## config.mk

```make
export PLATFORM = sky130hd
export DESIGN_NAME = twif_regs
export DESIGN_NICKNAME = d
export VERILOG_FILES = /design/src/rtl/twif_pkg.sv /design/src/rtl/twif_ctrl_reg.sv /design/src/rtl/twif_stat_reg.sv /design/src/rtl/twif_data_reg.sv /design/src/rtl/twif_regs.sv
export SDC_FILE = /design/constraint.sdc
export NUM_CORES = 1
export LEC_CHECK = 0
export ABC_AREA = 1
export BUFFER_PORTS_ARGS = -buffer_cell sky130_fd_sc_hd__clkbuf_2
export CORE_AREA = 5 5 63 65
export CTS_BUF_LIST = sky130_fd_sc_hd__clkbuf_8
export DETAILED_ROUTE_END_ITERATION = 8
export DIE_AREA = 0 0 68 70
export GPL_ROUTABILITY_DRIVEN = 0
export PLACE_DENSITY_LB_ADDON = 0.25
export SYNTH_ARGS = -nofsm -noshare
export SYNTH_HDL_FRONTEND = slang
export SYNTH_HIERARCHICAL = 1
export SYNTH_SLANG_ARGS = --single-unit
```

## constraint.sdc

```tcl
create_clock -name clk_i -period 1 [get_ports clk_i]
set_input_delay 0.05 -clock clk_i [delete_from_list [all_inputs] [get_ports clk_i]]
set_output_delay 0.05 -clock clk_i [all_outputs]
set_load 0.05 [all_outputs]
```

## src/rtl/twif_pkg.sv

```systemverilog
package twif_pkg;
  typedef enum logic [1:0] {
    REG_CTRL = 2'd0,
    REG_STAT = 2'd1,
    REG_DATA = 2'd2,
    REG_NONE = 2'd3
  } reg_sel_e;

  localparam int unsigned CB_FLAG  = 7;
  localparam int unsigned CB_START = 5;
  localparam int unsigned CB_STOP  = 4;
  localparam int unsigned CB_WCOL  = 3;
  localparam int unsigned CB_EN    = 2;
  localparam int unsigned CB_IE    = 0;
endpackage

```

## src/rtl/twif_ctrl_reg.sv

```systemverilog
module twif_ctrl_reg
  import twif_pkg::*;
#(
  parameter int unsigned DATA_W = 8
) (
  input  logic              clk_i,
  input  logic              rst_ni,
  input  logic              wr_i,
  input  logic [DATA_W-1:0] wdata_i,
  input  logic              ev_i,
  input  logic              stop_done_i,
  output logic              flag_o,
  output logic              start_o,
  output logic              stop_o,
  output logic              en_o,
  output logic              ie_o
);
  logic flag_q, start_q, stop_q, en_q, ie_q;

  always_ff @(posedge clk_i or negedge rst_ni) begin
    if (!rst_ni) begin
      flag_q  <= 1'b0;
      start_q <= 1'b0;
      stop_q  <= 1'b0;
      en_q    <= 1'b0;
      ie_q    <= 1'b0;
    end else begin
      // engine event beats software clear
      if (ev_i)                        flag_q <= 1'b1;
      else if (wr_i && wdata_i[CB_FLAG]) flag_q <= 1'b0;
      // new request beats completion
      if (wr_i && wdata_i[CB_STOP])    stop_q <= 1'b1;
      else if (stop_done_i)            stop_q <= 1'b0;
      if (wr_i) begin
        start_q <= wdata_i[CB_START];
        en_q    <= wdata_i[CB_EN];
        ie_q    <= wdata_i[CB_IE];
      end
    end
  end

  assign flag_o  = flag_q;
  assign start_o = start_q;
  assign stop_o  = stop_q;
  assign en_o    = en_q;
  assign ie_o    = ie_q;
endmodule

```

## src/rtl/twif_stat_reg.sv

```systemverilog
module twif_stat_reg #(
  parameter int unsigned STAT_W  = 5,
  parameter int unsigned PRESC_W = 2
) (
  input  logic               clk_i,
  input  logic               rst_ni,
  input  logic               wr_i,
  input  logic [PRESC_W-1:0] presc_wdata_i,
  input  logic               ev_i,
  input  logic [STAT_W-1:0]  code_i,
  output logic [STAT_W-1:0]  code_o,
  output logic [PRESC_W-1:0] presc_o
);
  logic [STAT_W-1:0]  code_q;
  logic [PRESC_W-1:0] presc_q;

  always_ff @(posedge clk_i or negedge rst_ni) begin
    if (!rst_ni) begin
      code_q  <= '1;
      presc_q <= '0;
    end else begin
      if (ev_i) code_q  <= code_i;
      if (wr_i) presc_q <= presc_wdata_i;
    end
  end

  assign code_o  = code_q;
  assign presc_o = presc_q;
endmodule

```

## src/rtl/twif_data_reg.sv

```systemverilog
module twif_data_reg #(
  parameter int unsigned DATA_W = 8
) (
  input  logic              clk_i,
  input  logic              rst_ni,
  input  logic              wr_i,
  input  logic              flag_i,
  input  logic [DATA_W-1:0] wdata_i,
  output logic [DATA_W-1:0] data_o,
  output logic              wcol_o
);
  logic [DATA_W-1:0] data_q;
  logic              wcol_q;

  always_ff @(posedge clk_i or negedge rst_ni) begin
    if (!rst_ni) begin
      data_q <= '0;
      wcol_q <= 1'b0;
    end else if (wr_i) begin
      if (flag_i) begin
        data_q <= wdata_i;
        wcol_q <= 1'b0;
      end else begin
        wcol_q <= 1'b1; // byte dropped
      end
    end
  end

  assign data_o = data_q;
  assign wcol_o = wcol_q;
endmodule

```

## src/rtl/twif_regs.sv

```systemverilog
module twif_regs
  import twif_pkg::*;
#(
  parameter int unsigned STAT_W  = 5,
  parameter int unsigned PRESC_W = 2
) (
  input  logic                        clk_i,
  input  logic                        rst_ni,
  input  logic [1:0]                  addr_i,
  input  logic                        wr_en_i,
  input  logic [STAT_W+PRESC_W:0]     wdata_i,
  output logic [STAT_W+PRESC_W:0]     rdata_o,
  input  logic                        gie_i,
  output logic                        irq_o,
  input  logic                        eng_event_i,
  input  logic [STAT_W-1:0]           eng_status_i,
  input  logic                        eng_stop_done_i,
  output logic                        eng_en_o,
  output logic                        eng_start_o,
  output logic                        eng_stop_o,
  output logic [PRESC_W-1:0]          eng_presc_o,
  output logic [STAT_W+PRESC_W:0]     eng_data_o
);
  localparam int unsigned DATA_W = STAT_W + PRESC_W + 1;

  logic wr_ctrl, wr_stat, wr_data;
  logic flag_q, start_q, stop_q, en_q, ie_q, wcol_q;
  logic [STAT_W-1:0]  code_q;
  logic [PRESC_W-1:0] presc_q;
  logic [DATA_W-1:0]  data_q;

  assign wr_ctrl = wr_en_i && (reg_sel_e'(addr_i) == REG_CTRL);
  assign wr_stat = wr_en_i && (reg_sel_e'(addr_i) == REG_STAT);
  assign wr_data = wr_en_i && (reg_sel_e'(addr_i) == REG_DATA);

  twif_ctrl_reg #(.DATA_W(DATA_W)) u_ctrl (
    .clk_i, .rst_ni,
    .wr_i(wr_ctrl), .wdata_i,
    .ev_i(eng_event_i), .stop_done_i(eng_stop_done_i),
    .flag_o(flag_q), .start_o(start_q), .stop_o(stop_q),
    .en_o(en_q), .ie_o(ie_q)
  );

  twif_stat_reg #(.STAT_W(STAT_W), .PRESC_W(PRESC_W)) u_stat (
    .clk_i, .rst_ni,
    .wr_i(wr_stat), .presc_wdata_i(wdata_i[PRESC_W-1:0]),
    .ev_i(eng_event_i), .code_i(eng_status_i),
    .code_o(code_q), .presc_o(presc_q)
  );

  twif_data_reg #(.DATA_W(DATA_W)) u_data (
    .clk_i, .rst_ni,
    .wr_i(wr_data), .flag_i(flag_q), .wdata_i,
    .data_o(data_q), .wcol_o(wcol_q)
  );

  always_comb begin
    rdata_o = '0;
    unique case (reg_sel_e'(addr_i))
      REG_CTRL: begin
        rdata_o[CB_FLAG]  = flag_q;
        rdata_o[CB_START] = start_q;
        rdata_o[CB_STOP]  = stop_q;
        rdata_o[CB_WCOL]  = wcol_q;
        rdata_o[CB_EN]    = en_q;
        rdata_o[CB_IE]    = ie_q;
      end
      REG_STAT: rdata_o = {code_q, 1'b0, presc_q};
      REG_DATA: rdata_o = data_q;
      default:  rdata_o = '0;
    endcase
  end

  assign irq_o       = flag_q & ie_q & gie_i;
  assign eng_en_o    = en_q;
  assign eng_start_o = start_q & en_q;
  assign eng_stop_o  = stop_q & en_q;
  assign eng_presc_o = presc_q;
  assign eng_data_o  = data_q;
endmodule

```

==> results of run 1 <==
area by class of cell:
| cell class | count | area, um^2 |
|---|---|---|
| Fill cell | 280 | 1210 |
| Timing Repair Buffer | 73 | 732 |
| Multi-Input combinational cell | 103 | 594 |
| Sequential cell | 21 | 546 |
| Inverter | 22 | 101 |
| Tap cell | 46 | 57.6 |
| Clock buffer | 3 | 41.3 |
| Clock inverter | 1 | 5.00 |
stage by stage:
stage	hold slack [ns]	power (mW)	setup WS (ns)
floorplan	-0.246	1.79	-0.0507
global placement	0.0487	2.21	-0.217
detailed placement	0.0484	2.23	-0.217
CTS	0.0144	3.03	-0.265
global route	0.0181	3.23	-0.318
finish	0.0249	3.07	-0.259
logic make-up (layout without fill, tap and decap cells):
logic type,Yosys count,in the layout,share of synthesized area (%)
DFF,21,21,47.7
and+or+nand+nor,92,92,34.3
adders and majority gates,4,4,4.49
buffers and inverters,26,99,10.3
AOI/OAI and AO/OA,7,7,3.14
synthesized netlist by cell type (all sizes together):
| library cell | number | area [um^2] |
|---|---|---|
| ha | 4 | 50.1 |
| buf | 4 | 32.5 |
| nor2 | 2 | 10.0 |
| nand3 | 13 | 65.1 |
| dfrtp | 16 | 400 |
| inv | 22 | 82.6 |
| and3 | 1 | 6.26 |
| a21oi | 3 | 15.0 |
| nand2 | 76 | 302 |
| dfstp | 5 | 131 |
| o21ai | 4 | 20.0 |
metal layers:
| layer | GRT usage, % | up-vias |
|---|---|---|
| met5 | 0 | - |
| met4 | 4.42 | 0 |
| met3 | 2.08 | 4 |
| met2 | 26.1 | 42 |
| met1 | 17.1 | 540 |
| li1 | - | 599 |
flip-flops by register name, summed over array words and instances (netlist names):
register,cells
u_ctrl/ie_o,1
u_data/wcol_o,1
u_data/data_o,8
u_ctrl/flag_o,1
u_stat/presc_o,2
u_ctrl/stop_o,1
u_ctrl/start_o,1
u_stat/code_o,5
u_ctrl/en_o,1
worst min path at each step:
stage,end,slack [ns],cells past startpoint
final,u_data/data_o[3]$_DFFE_PN0P_,0.02,3
after detailed placement,u_ctrl/ie_o$_DFFE_PN0P_,0.05,1
after CTS,u_stat/presc_o[1]$_DFFE_PN0P_,0.01,3
after global routing,u_data/data_o[6]$_DFFE_PN0P_,0.02,3
after global placement,u_ctrl/ie_o$_DFFE_PN0P_,0.05,1
after floorplan,u_ctrl/en_o$_DFFE_PN0P_,-0.25,0
power breakdown:
group	total (mW)	switching, mW	internal, mW	leakage, nW
Combinational	1.41	0.800	0.615	0.796
Clock	0.544	0.267	0.277	0.0255
Sequential	1.11	0.109	0.998	0.235
tightest hold or removal path, delay by kind of cell:
kind	cells	cell delay (ns)
simple gates	2	0.12
buf+inv	1	0.08
repair_timing:
action	4_1_cts	5_1_grt
hold buffers	7	0
pin swaps	15	4
endpoints found under the setup margin	13	22
buffers inserted	6	3
gates resized for setup	41	18
hold endpoints to repair	22	0
==> run metrics, run 1 <==
Final Net Count=249; Reg2Reg Depth=4; failing checks=negative setup slack; mapped cell area=0.00111 mm^2; met2 WL=1.76 mm; crit path to=rdata_o[4]; Worst Tran Pin Value=0.512 ns; cell area power density=1480 mW/mm^2; antenna viol nets, final=0; Std-Cell Rows=21; Netlist cell types=15; worst stage delay on the critical path=0.55 ns; DRC=0; GRT Resource Usage Total=14.5%; Crit-path slowest cell=dfstp_2; layout cells sized above 1=55.6%; H-tree levels=1; clock sink count=21; design area=0.00208 mm^2; leakage=1.06 nW; worst hold start=wdata_i[3]; starting density of the core=33.9%; worst reg2reg endpoint=u_data/data_o[0]$_DFFE_PN0P_; placed cells=251; Final Max Tran Viols=0; Synthesized Nets=175; Setup-failing EPs final=11; max_cap viols=0; Iteration-0 DRC Markers=34; CTS tree=done; Post-Syn Instances=150; Die W=68 um; CP Launch Point=u_stat/code_o[1]$_DFFE_PN1P_; latest clock arrival within the worst-skew pair=0.26 ns; RSZ-0062 raised after global routing=true; maximum VDD drop=0.661 mV; core area=0.00328 mm^2; met3 wire length=167 um; die area=0.00476 mm^2; total grt overflow=0; Yosys reg bits=21; CP Depth=5; deepest clock path buffer count=2; largest net degree at the start of global routing=22; type of the worst setup path=flip-flop to output pin; post-placement cell area=0.00169 mm^2; Ant. Diodes=0; startpoint types=flip-flop; CP Max Fanout=2; Bufs and invs on worst path=2; Worst path most repeated cell=nand2_2; Util after Layout=63.2%; WL final=3.23 mm; final worst slack=-0.259 ns; endpoints failing hold=0; wire length per cell=12.0 um; max layer used=met4; Slew headroom=65.9%; P&R area growth vs syn=86.3%; status=finished with violations; antenna violations before repair=0; clock buffer count from CTS=3; Peak Freq=0.794 GHz; post-synthesis sequential area ratio=47.7%; Detailed Routing Iterations Pass 1=4; clock-pin slew on the worst setup and hold paths=0.08 ns; clock root cell=clkbuf_8; commonest non-fill, non-tap cell in the layout=nand2_1; routed via count=1,185; Tcrit/Tclk final=126%; Avg Cell Area, Syn=7.43 um^2; wire length of the first global-routing pass=5.42 mm; Critical R2R Launch=u_ctrl/flag_o$_DFFE_PN0P_; worst hold path type=input pin to flip-flop; synthesis warning total=6; DP HPWL=2.37 mm; r2r setup slk=0.09 ns; crit path DAT=1.21 ns; largest delay contributor family on the critical path=flip-flops; clk_skew=0.00360 ns; CP Cell Sequence=nand2_2, nand3_2, nand2_2, clkinvlp_4, clkbuf_16; Post-Layout Cell Count=269; Worst EP required=0.95 ns; Chip Height=70 um; TNS Setup=-1.89 ns; Vias/cell=4.41; io pins=43; most frequent cells in the layout=nand2_1 (61), clkbuf_2 (23), buf_4 (17), nand2_2 (13); I/O Buffers=42; min Tclk post-route=1.26 ns; met1 WL=1.29 mm; vias in the first global route=1,276; CP Capture Type=output pin
No activity file was read; power rests on OpenSTA's default activity.
==> run 2: changes to the inputs <==
==> constraint.sdc (replaced) <==
create_clock -name clk_i -period 1 [get_ports clk_i]
set_input_delay 0.2 -clock clk_i [delete_from_list [all_inputs] [get_ports clk_i]]
set_output_delay 0.2 -clock clk_i [all_outputs]
set_load 0.05 [all_outputs]
==> run 2 against run 1 <==
Compared with the run above:
- the flow still finishes with violations (negative setup slack)
- utilization increased by 3.8 points
- first-iteration DRC count increased by 44%
- critical path depth did not move
- sequential power about the same
- worst hold slack improved by 0.074 ns
- clock power grew 4.2%
- final cell count fell by 0.74%
- final area grew 6.1%
- sequential cell count stayed put
- clock skew is essentially flat
- critical path type unchanged
- highest routed layer unchanged
==> run metrics, run 2 (synthesized netlist as in run 1, its figures left out) <==
Placement Setup Slack=-0.475 ns (-0.259 ns); crit path DAT=1.24 ns (+0.03 ns); Comb pwr share=50.1% (+4.0 points); Slew headroom=81.0% (+15 points); WL final=3.80 mm (+17%); P&R area growth vs syn=97.6%; total power=3.36 mW (+9.5%); largest delay contributor family on the critical path=flip-flops; Chip Height=70 um (unchanged); most frequent cells in the layout=nand2_1 (63), clkbuf_2 (20), buf_4 (15), buf_6 (11), dfrtp_2 (11); startpoint types=flip-flop; Die W=68 um (unchanged); status=finished with violations; commonest non-fill, non-tap cell in the layout=nand2_1; cell area power density=1520 mW/mm^2 (+3.2%); final worst slack=-0.445 ns (-0.185 ns); Critical R2R Launch=u_ctrl/flag_o$_DFFE_PN0P_; design area=0.00220 mm^2 (+6.1%); maximum VDD drop=0.990 mV (+50%); Final Net Count=247 (-0.80%); CP Max Fanout=2 (unchanged); clock power share=16.9% (-0.8 points); CTS tree=done; Iteration-0 DRC Markers=49 (+44%); Detailed Routing Iterations Pass 1=4 (unchanged); io pins=43 (unchanged); Worst EP required=0.80 ns (-0.15 ns); clock buffer count from CTS=3 (unchanged); CP Launch Point=u_data/data_o[0]$_DFFE_PN0P_; latest clock arrival within the worst-skew pair=0.27 ns (about the same); largest net degree at the start of global routing=22 (unchanged); DP HPWL=2.44 mm (+3.0%); die area=0.00476 mm^2 (unchanged); max FFs per register=8 (unchanged); antenna viol nets, final=0 (unchanged); worst hold path type=input pin to flip-flop; starting density of the core=33.9% (unchanged); wire length per cell=14.2 um (+18%); deepest clock path buffer count=2 (unchanged); layout cells sized above 1=59.3% (+3.7 points); wire length of the first global-routing pass=6.20 mm (+14%); CP Cell Sequence=nand2_1, nand3_1, nand2_1, clkinvlp_4, clkbuf_8; Sw Share=37.7% (-0.65 points); clock sink count=21 (unchanged); Std-Cell Rows=21 (unchanged); vias in the first global route=1,284 (+0.63%); GRT Resource Usage Total=17.2% (+2.7 points); endpoints failing hold=0 (unchanged); worst stage delay on the critical path=0.42 ns (-0.13 ns); Vias/cell=4.61 (+4.7%); sequential share of power=33.0% (-3.1 points); DRC=0 (unchanged); core area=0.00328 mm^2 (unchanged); Worst path most repeated cell=nand2_1; antenna violations before repair=0 (unchanged); max_cap viols=0 (unchanged); clock-pin slew on the worst setup and hold paths=0.08 ns (about the same); Crit-path slowest cell=dfrtp_2; Peak Freq=0.692 GHz (-13%); CP Capture Type=output pin; RSZ-0062 raised after global routing=true; worst hold start=eng_status_i[3]; H-tree levels=1 (unchanged); Setup-failing EPs final=31 (+20); Ant. Diodes=0 (unchanged); failing checks=negative setup slack; clock root cell=clkbuf_8; total grt overflow=0 (unchanged); Tcrit/Tclk final=144% (+19 points); Bufs and invs on worst path=2 (unchanged); type of the worst setup path=flip-flop to output pin; Final Max Tran Viols=0 (unchanged); leakage=1.08 nW (+2.2%); Sw Pwr=1.27 mW (+7.6%); I/O Buffers=42 (unchanged); post-placement cell area=0.00171 mm^2 (+1.6%); Pint=2.09 mW (+11%); Worst Tran Pin Value=0.285 ns (-0.227 ns); routed via count=1,231 (+3.9%); min Tclk post-route=1.44 ns (+0.185 ns); clk_skew=0.00403 ns (+0.000426 ns)
[run 2: cell types whose count changed in the layout (fill, tap and decap cells not counted), sizes merged]
cell,before,now
nand2,76,77
clkbuf,30,33
clkinvlp,5,7
clkinv,1,0
dlygate4sd3,7,1
inv,17,16
[run 2: power groups by stage]
stage	combinational, mW	clock (mW)	sequential [mW]
after floorplan	0.430	0	1.38
after global placement	1.16	0	1.09
after detailed placement	1.18	0	1.09
after CTS	1.60	0.580	1.10
after global routing	1.77	0.599	1.12
final	1.68	0.567	1.11
[run 2: final cells by class]
cell class | count | area, um^2
Clock buffer | 3 | 41.3
Clock inverter | 1 | 3.75
Fill cell | 253 | 1080
Inverter | 22 | 109
Multi-Input combinational cell | 104 | 626
Sequential cell | 21 | 546
Tap cell | 46 | 57.6
Timing Repair Buffer | 70 | 821
[run 2: timing repair]
action                                  in CTS  in global routing
pin swaps                                   11                  0
gates cloned                                 1                  0
hold buffers                                 1                  0
endpoints found under the setup margin      31                 33
buffers inserted                             3                  9
gates resized for setup                     64                 18
hold endpoints to repair                    16                  0
[run 2: worst min-delay path, stage by stage]
cell,delay [ns]
clkbuf_2,0.08
nand2_1,0.04
nand2_1,0.05
[run 2: metal layers]
layer	GRT usage (%)	up-vias	part of all wire (%)	routed length, um
met4	5.30	0	1.6	61
li1	-	593	-	-
met2	30.8	44	56	2120
met5	0	-	0	0
met1	19.9	587	37	1420
met3	3.21	7	5.1	192
[run 2: stage by stage]
step	setup TNS (ns)	utilization (%)	hold slack [ns]	cells
6_report	-5.90	67.1	0.0985	267
4_1_cts	-5.74	64.7	0.0961	262
2_1_floorplan	-1.66	-	-0.0956	150
3_5_place_dp	-8.05	52.2	0.191	253
3_3_place_gp	-7.13	52.2	0.185	253
5_1_grt	-7.12	67.1	0.109	267
[run 2: worst paths after layout]
check | endpoint | slack (ns) | cells after the start
worst max-delay path | rdata_o[0] | -0.44 | 5
worst min-delay path | u_stat/code_o[3]$_DFFE_PN1P_ | 0.1 | 3
worst max register to register | u_data/wcol_o$_DFFE_PN0P_ | 0.03 | 5
worst min register to register | u_stat/code_o[1]$_DFFE_PN1P_ | 0.47 | 2
max in group asynchronous | u_stat/code_o[2]$_DFFE_PN1P_ | 0.29 | 3
min in group asynchronous | u_ctrl/flag_o$_DFFE_PN0P_ | 0.43 | 3
==> run 3: changes to the inputs <==
--- a/config.mk
+++ b/config.mk
@@ -8,7 +8,7 @@
 export ABC_AREA = 1
 export BUFFER_PORTS_ARGS = -buffer_cell sky130_fd_sc_hd__clkbuf_2
 export CORE_AREA = 5 5 63 65
-export CTS_BUF_LIST = sky130_fd_sc_hd__clkbuf_8
+export CTS_BUF_LIST = sky130_fd_sc_hd__clkbuf_16
 export DETAILED_ROUTE_END_ITERATION = 8
 export DIE_AREA = 0 0 68 70
 export GPL_ROUTABILITY_DRIVEN = 0
==> run 3 against run 2 <==
Compared with the run above:
- total power rose by 9.3%
- die area unchanged
- the flow still finishes with violations (negative setup slack)
- maximum frequency rose by 0.24%
- sequential cell count unchanged
- critical path depth unchanged
- worst hold slack better by 0.014 ns
- clock power increased by 52%
- critical path type unchanged
==> run metrics, run 3 (synthesized netlist as in run 1, its figures left out) <==
Ant. Diodes=0 (unchanged); clk_skew=0.00191 ns (-0.00212 ns); Worst path most repeated cell=nand2_1; worst hold start=eng_status_i[3]; DP HPWL=2.44 mm (unchanged); routed via count=1,243 (+0.97%); worst reg2reg endpoint=u_data/data_o[7]$_DFFE_PN0P_; I/O Buffers=42 (unchanged); Final Net Count=245 (-0.81%); Worst EP required=0.80 ns (about the same); largest net degree at the start of global routing=22 (unchanged); Iteration-0 DRC Markers=52 (+6.1%); Bufs and invs on worst path=2 (unchanged); status=finished with violations; worst stage delay on the critical path=0.42 ns (about the same); WL final=4.09 mm (+7.7%); CP Launch Point=u_stat/presc_o[0]$_DFFE_PN0P_; Std-Cell Rows=21 (unchanged); leakage=1.10 nW (+2.1%); Die W=68 um (unchanged); clock buffer count from CTS=3 (unchanged); layout cells sized above 1=63.5% (+4.2 points); endpoints failing hold=0 (unchanged); latest clock arrival within the worst-skew pair=0.26 ns (about the same); Tcrit/Tclk final=144% (-0.34 points); min Tclk post-route=1.44 ns (-0.00342 ns); CTS tree=done; wire length of the first global-routing pass=6.18 mm (-0.23%); antenna viol nets, final=0 (unchanged); startpoint types=flip-flop; Setup-failing EPs final=22 (-29%); P&R area growth vs syn=105%; r2r setup slk=0.04 ns (about the same); CP Cell Sequence=nand2_1, nand3_1, nand2_1, clkinvlp_4, clkbuf_8; Vias/cell=4.69 (+1.7%); design area=0.00229 mm^2 (+3.7%); io pins=43 (unchanged); DRC=0 (unchanged); Critical R2R Launch=u_ctrl/flag_o$_DFFE_PN0P_; core area=0.00328 mm^2 (unchanged); vias in the first global route=1,292 (+0.62%); type of the worst setup path=flip-flop to output pin; Peak Freq=0.694 GHz (+0.24%); Final Max Tran Viols=0 (unchanged); crit path DAT=1.24 ns (about the same); deepest clock path buffer count=2 (unchanged); wire length per cell=15.4 um (+8.6%); CP Depth=5 (unchanged); Detailed Routing Iterations Pass 1=4 (unchanged); H-tree levels=1 (unchanged); die area=0.00476 mm^2 (unchanged); GRT Resource Usage Total=17.1% (-0.043 points); Crit-path slowest cell=dfrtp_2; antenna violations before repair=0 (unchanged); clock-pin slew on the worst setup and hold paths=0.06 ns (-0.02 ns); cell area power density=1600 mW/mm^2 (+5.3%); post-placement cell area=0.00171 mm^2 (unchanged); largest delay contributor family on the critical path=flip-flops; Chip Height=70 um (unchanged); failing checks=negative setup slack; CP Capture Type=output pin; max_cap viols=0 (unchanged); maximum VDD drop=0.735 mV (-26%); clock root cell=clkbuf_16; max FFs per register=8 (unchanged); crit path to=rdata_o[0]; Slew headroom=80.6% (-0.43 points); worst hold path type=input pin to flip-flop; starting density of the core=33.9% (unchanged); commonest non-fill, non-tap cell in the layout=nand2_1; TNS Setup=-5.23 ns (+0.671 ns); clock sink count=21 (unchanged); RSZ-0062 raised after global routing=true; total grt overflow=0 (unchanged); CP Max Fanout=2 (unchanged); final worst slack=-0.441 ns (+0.00342 ns); Reg2Reg Depth=5 (unchanged); most frequent cells in the layout=nand2_1 (53), nand2_2 (19), clkbuf_2 (18), buf_6 (13); Worst Tran Pin Value=0.292 ns (+0.00639 ns)
## run 3: cell count changes in the layout (fill, tap and decap cells not counted), moves of 2 or more
cell	delta
clkbuf_16	+2
nand2_2	+9
buf_4	-4
clkbuf_2	-2
clkbuf_8	-3
nand2_1	-10
buf_6	+2
inv_2	-3
buf_8	+3
## run 3: power by group
group          internal (mW)  total, mW  switching [mW]
Clock                  0.534      0.860           0.326
Combinational          0.809       1.68           0.874
Sequential              1.00       1.12           0.124
## run 3: cell type report
class	instances	area [um^2]
clock buffer	3	75.1
fill	235	998
tap	46	57.6
multi-input combinational	104	664
sequential	21	546
inverter	22	116
clock inverter	1	3.75
timing repair buffer	68	823
## run 3: worst reg2reg max path, delay by kind of cell (launching register included)
kind	cells	cell delay (ns)
buffers and inverters	2	0.28
DFF	1	0.37
and+or+nand+nor	3	0.20
## run 3: metrics by stage
| stage | setup WS, ns | instances | utilization [%] | total power [mW] | hold slack (ns) |
|---|---|---|---|---|---|
| 2_1_floorplan | -0.201 | 150 | - | 1.81 | -0.0956 |
| 3_3_place_gp | -0.406 | 253 | 52.2 | 2.25 | 0.185 |
| 3_5_place_dp | -0.475 | 253 | 52.2 | 2.27 | 0.191 |
| 4_1_cts | -0.416 | 261 | 66.1 | 3.54 | 0.115 |
| 5_1_grt | -0.477 | 265 | 69.6 | 3.80 | 0.120 |
| 6_report | -0.441 | 265 | 69.6 | 3.67 | 0.112 |
## run 3: per-layer routing
| metal | global-route usage, % | routed length, um | up-vias | share of wire, % |
|---|---|---|---|---|
| met1 | 20.4 | 1520 | 596 | 37 |
| li1 | - | - | 591 | - |
| met4 | 6.84 | 128 | 0 | 3.1 |
| met5 | 0 | 0 | - | 0 |
| met2 | 29.0 | 2210 | 46 | 54 |
| met3 | 3.85 | 229 | 10 | 5.6 |
## run 3: worst min path at each step
stage,slack (ns),to,depth (start not counted)
2_1_floorplan,-0.1,u_ctrl/en_o$_DFFE_PN0P_,0
4_1_cts,0.11,u_stat/code_o[3]$_DFFE_PN1P_,3
5_1_grt,0.12,u_stat/code_o[1]$_DFFE_PN1P_,3
3_5_place_dp,0.19,u_data/data_o[3]$_DFFE_PN0P_,2
6_report,0.11,u_stat/code_o[3]$_DFFE_PN1P_,3
3_3_place_gp,0.19,u_ctrl/stop_o$_DFFE_PN0P_,2
## run 3: what timing repair did
action / CTS / global route
endpoints found under the hold margin: 16 / 0
gates resized for setup: 70 / 33
hold buffers: 1 / 0
setup endpoints to repair: 32 / 33
buffers inserted: 2 / 8
pin swaps: 10 / 5
gates cloned: 1 / 0
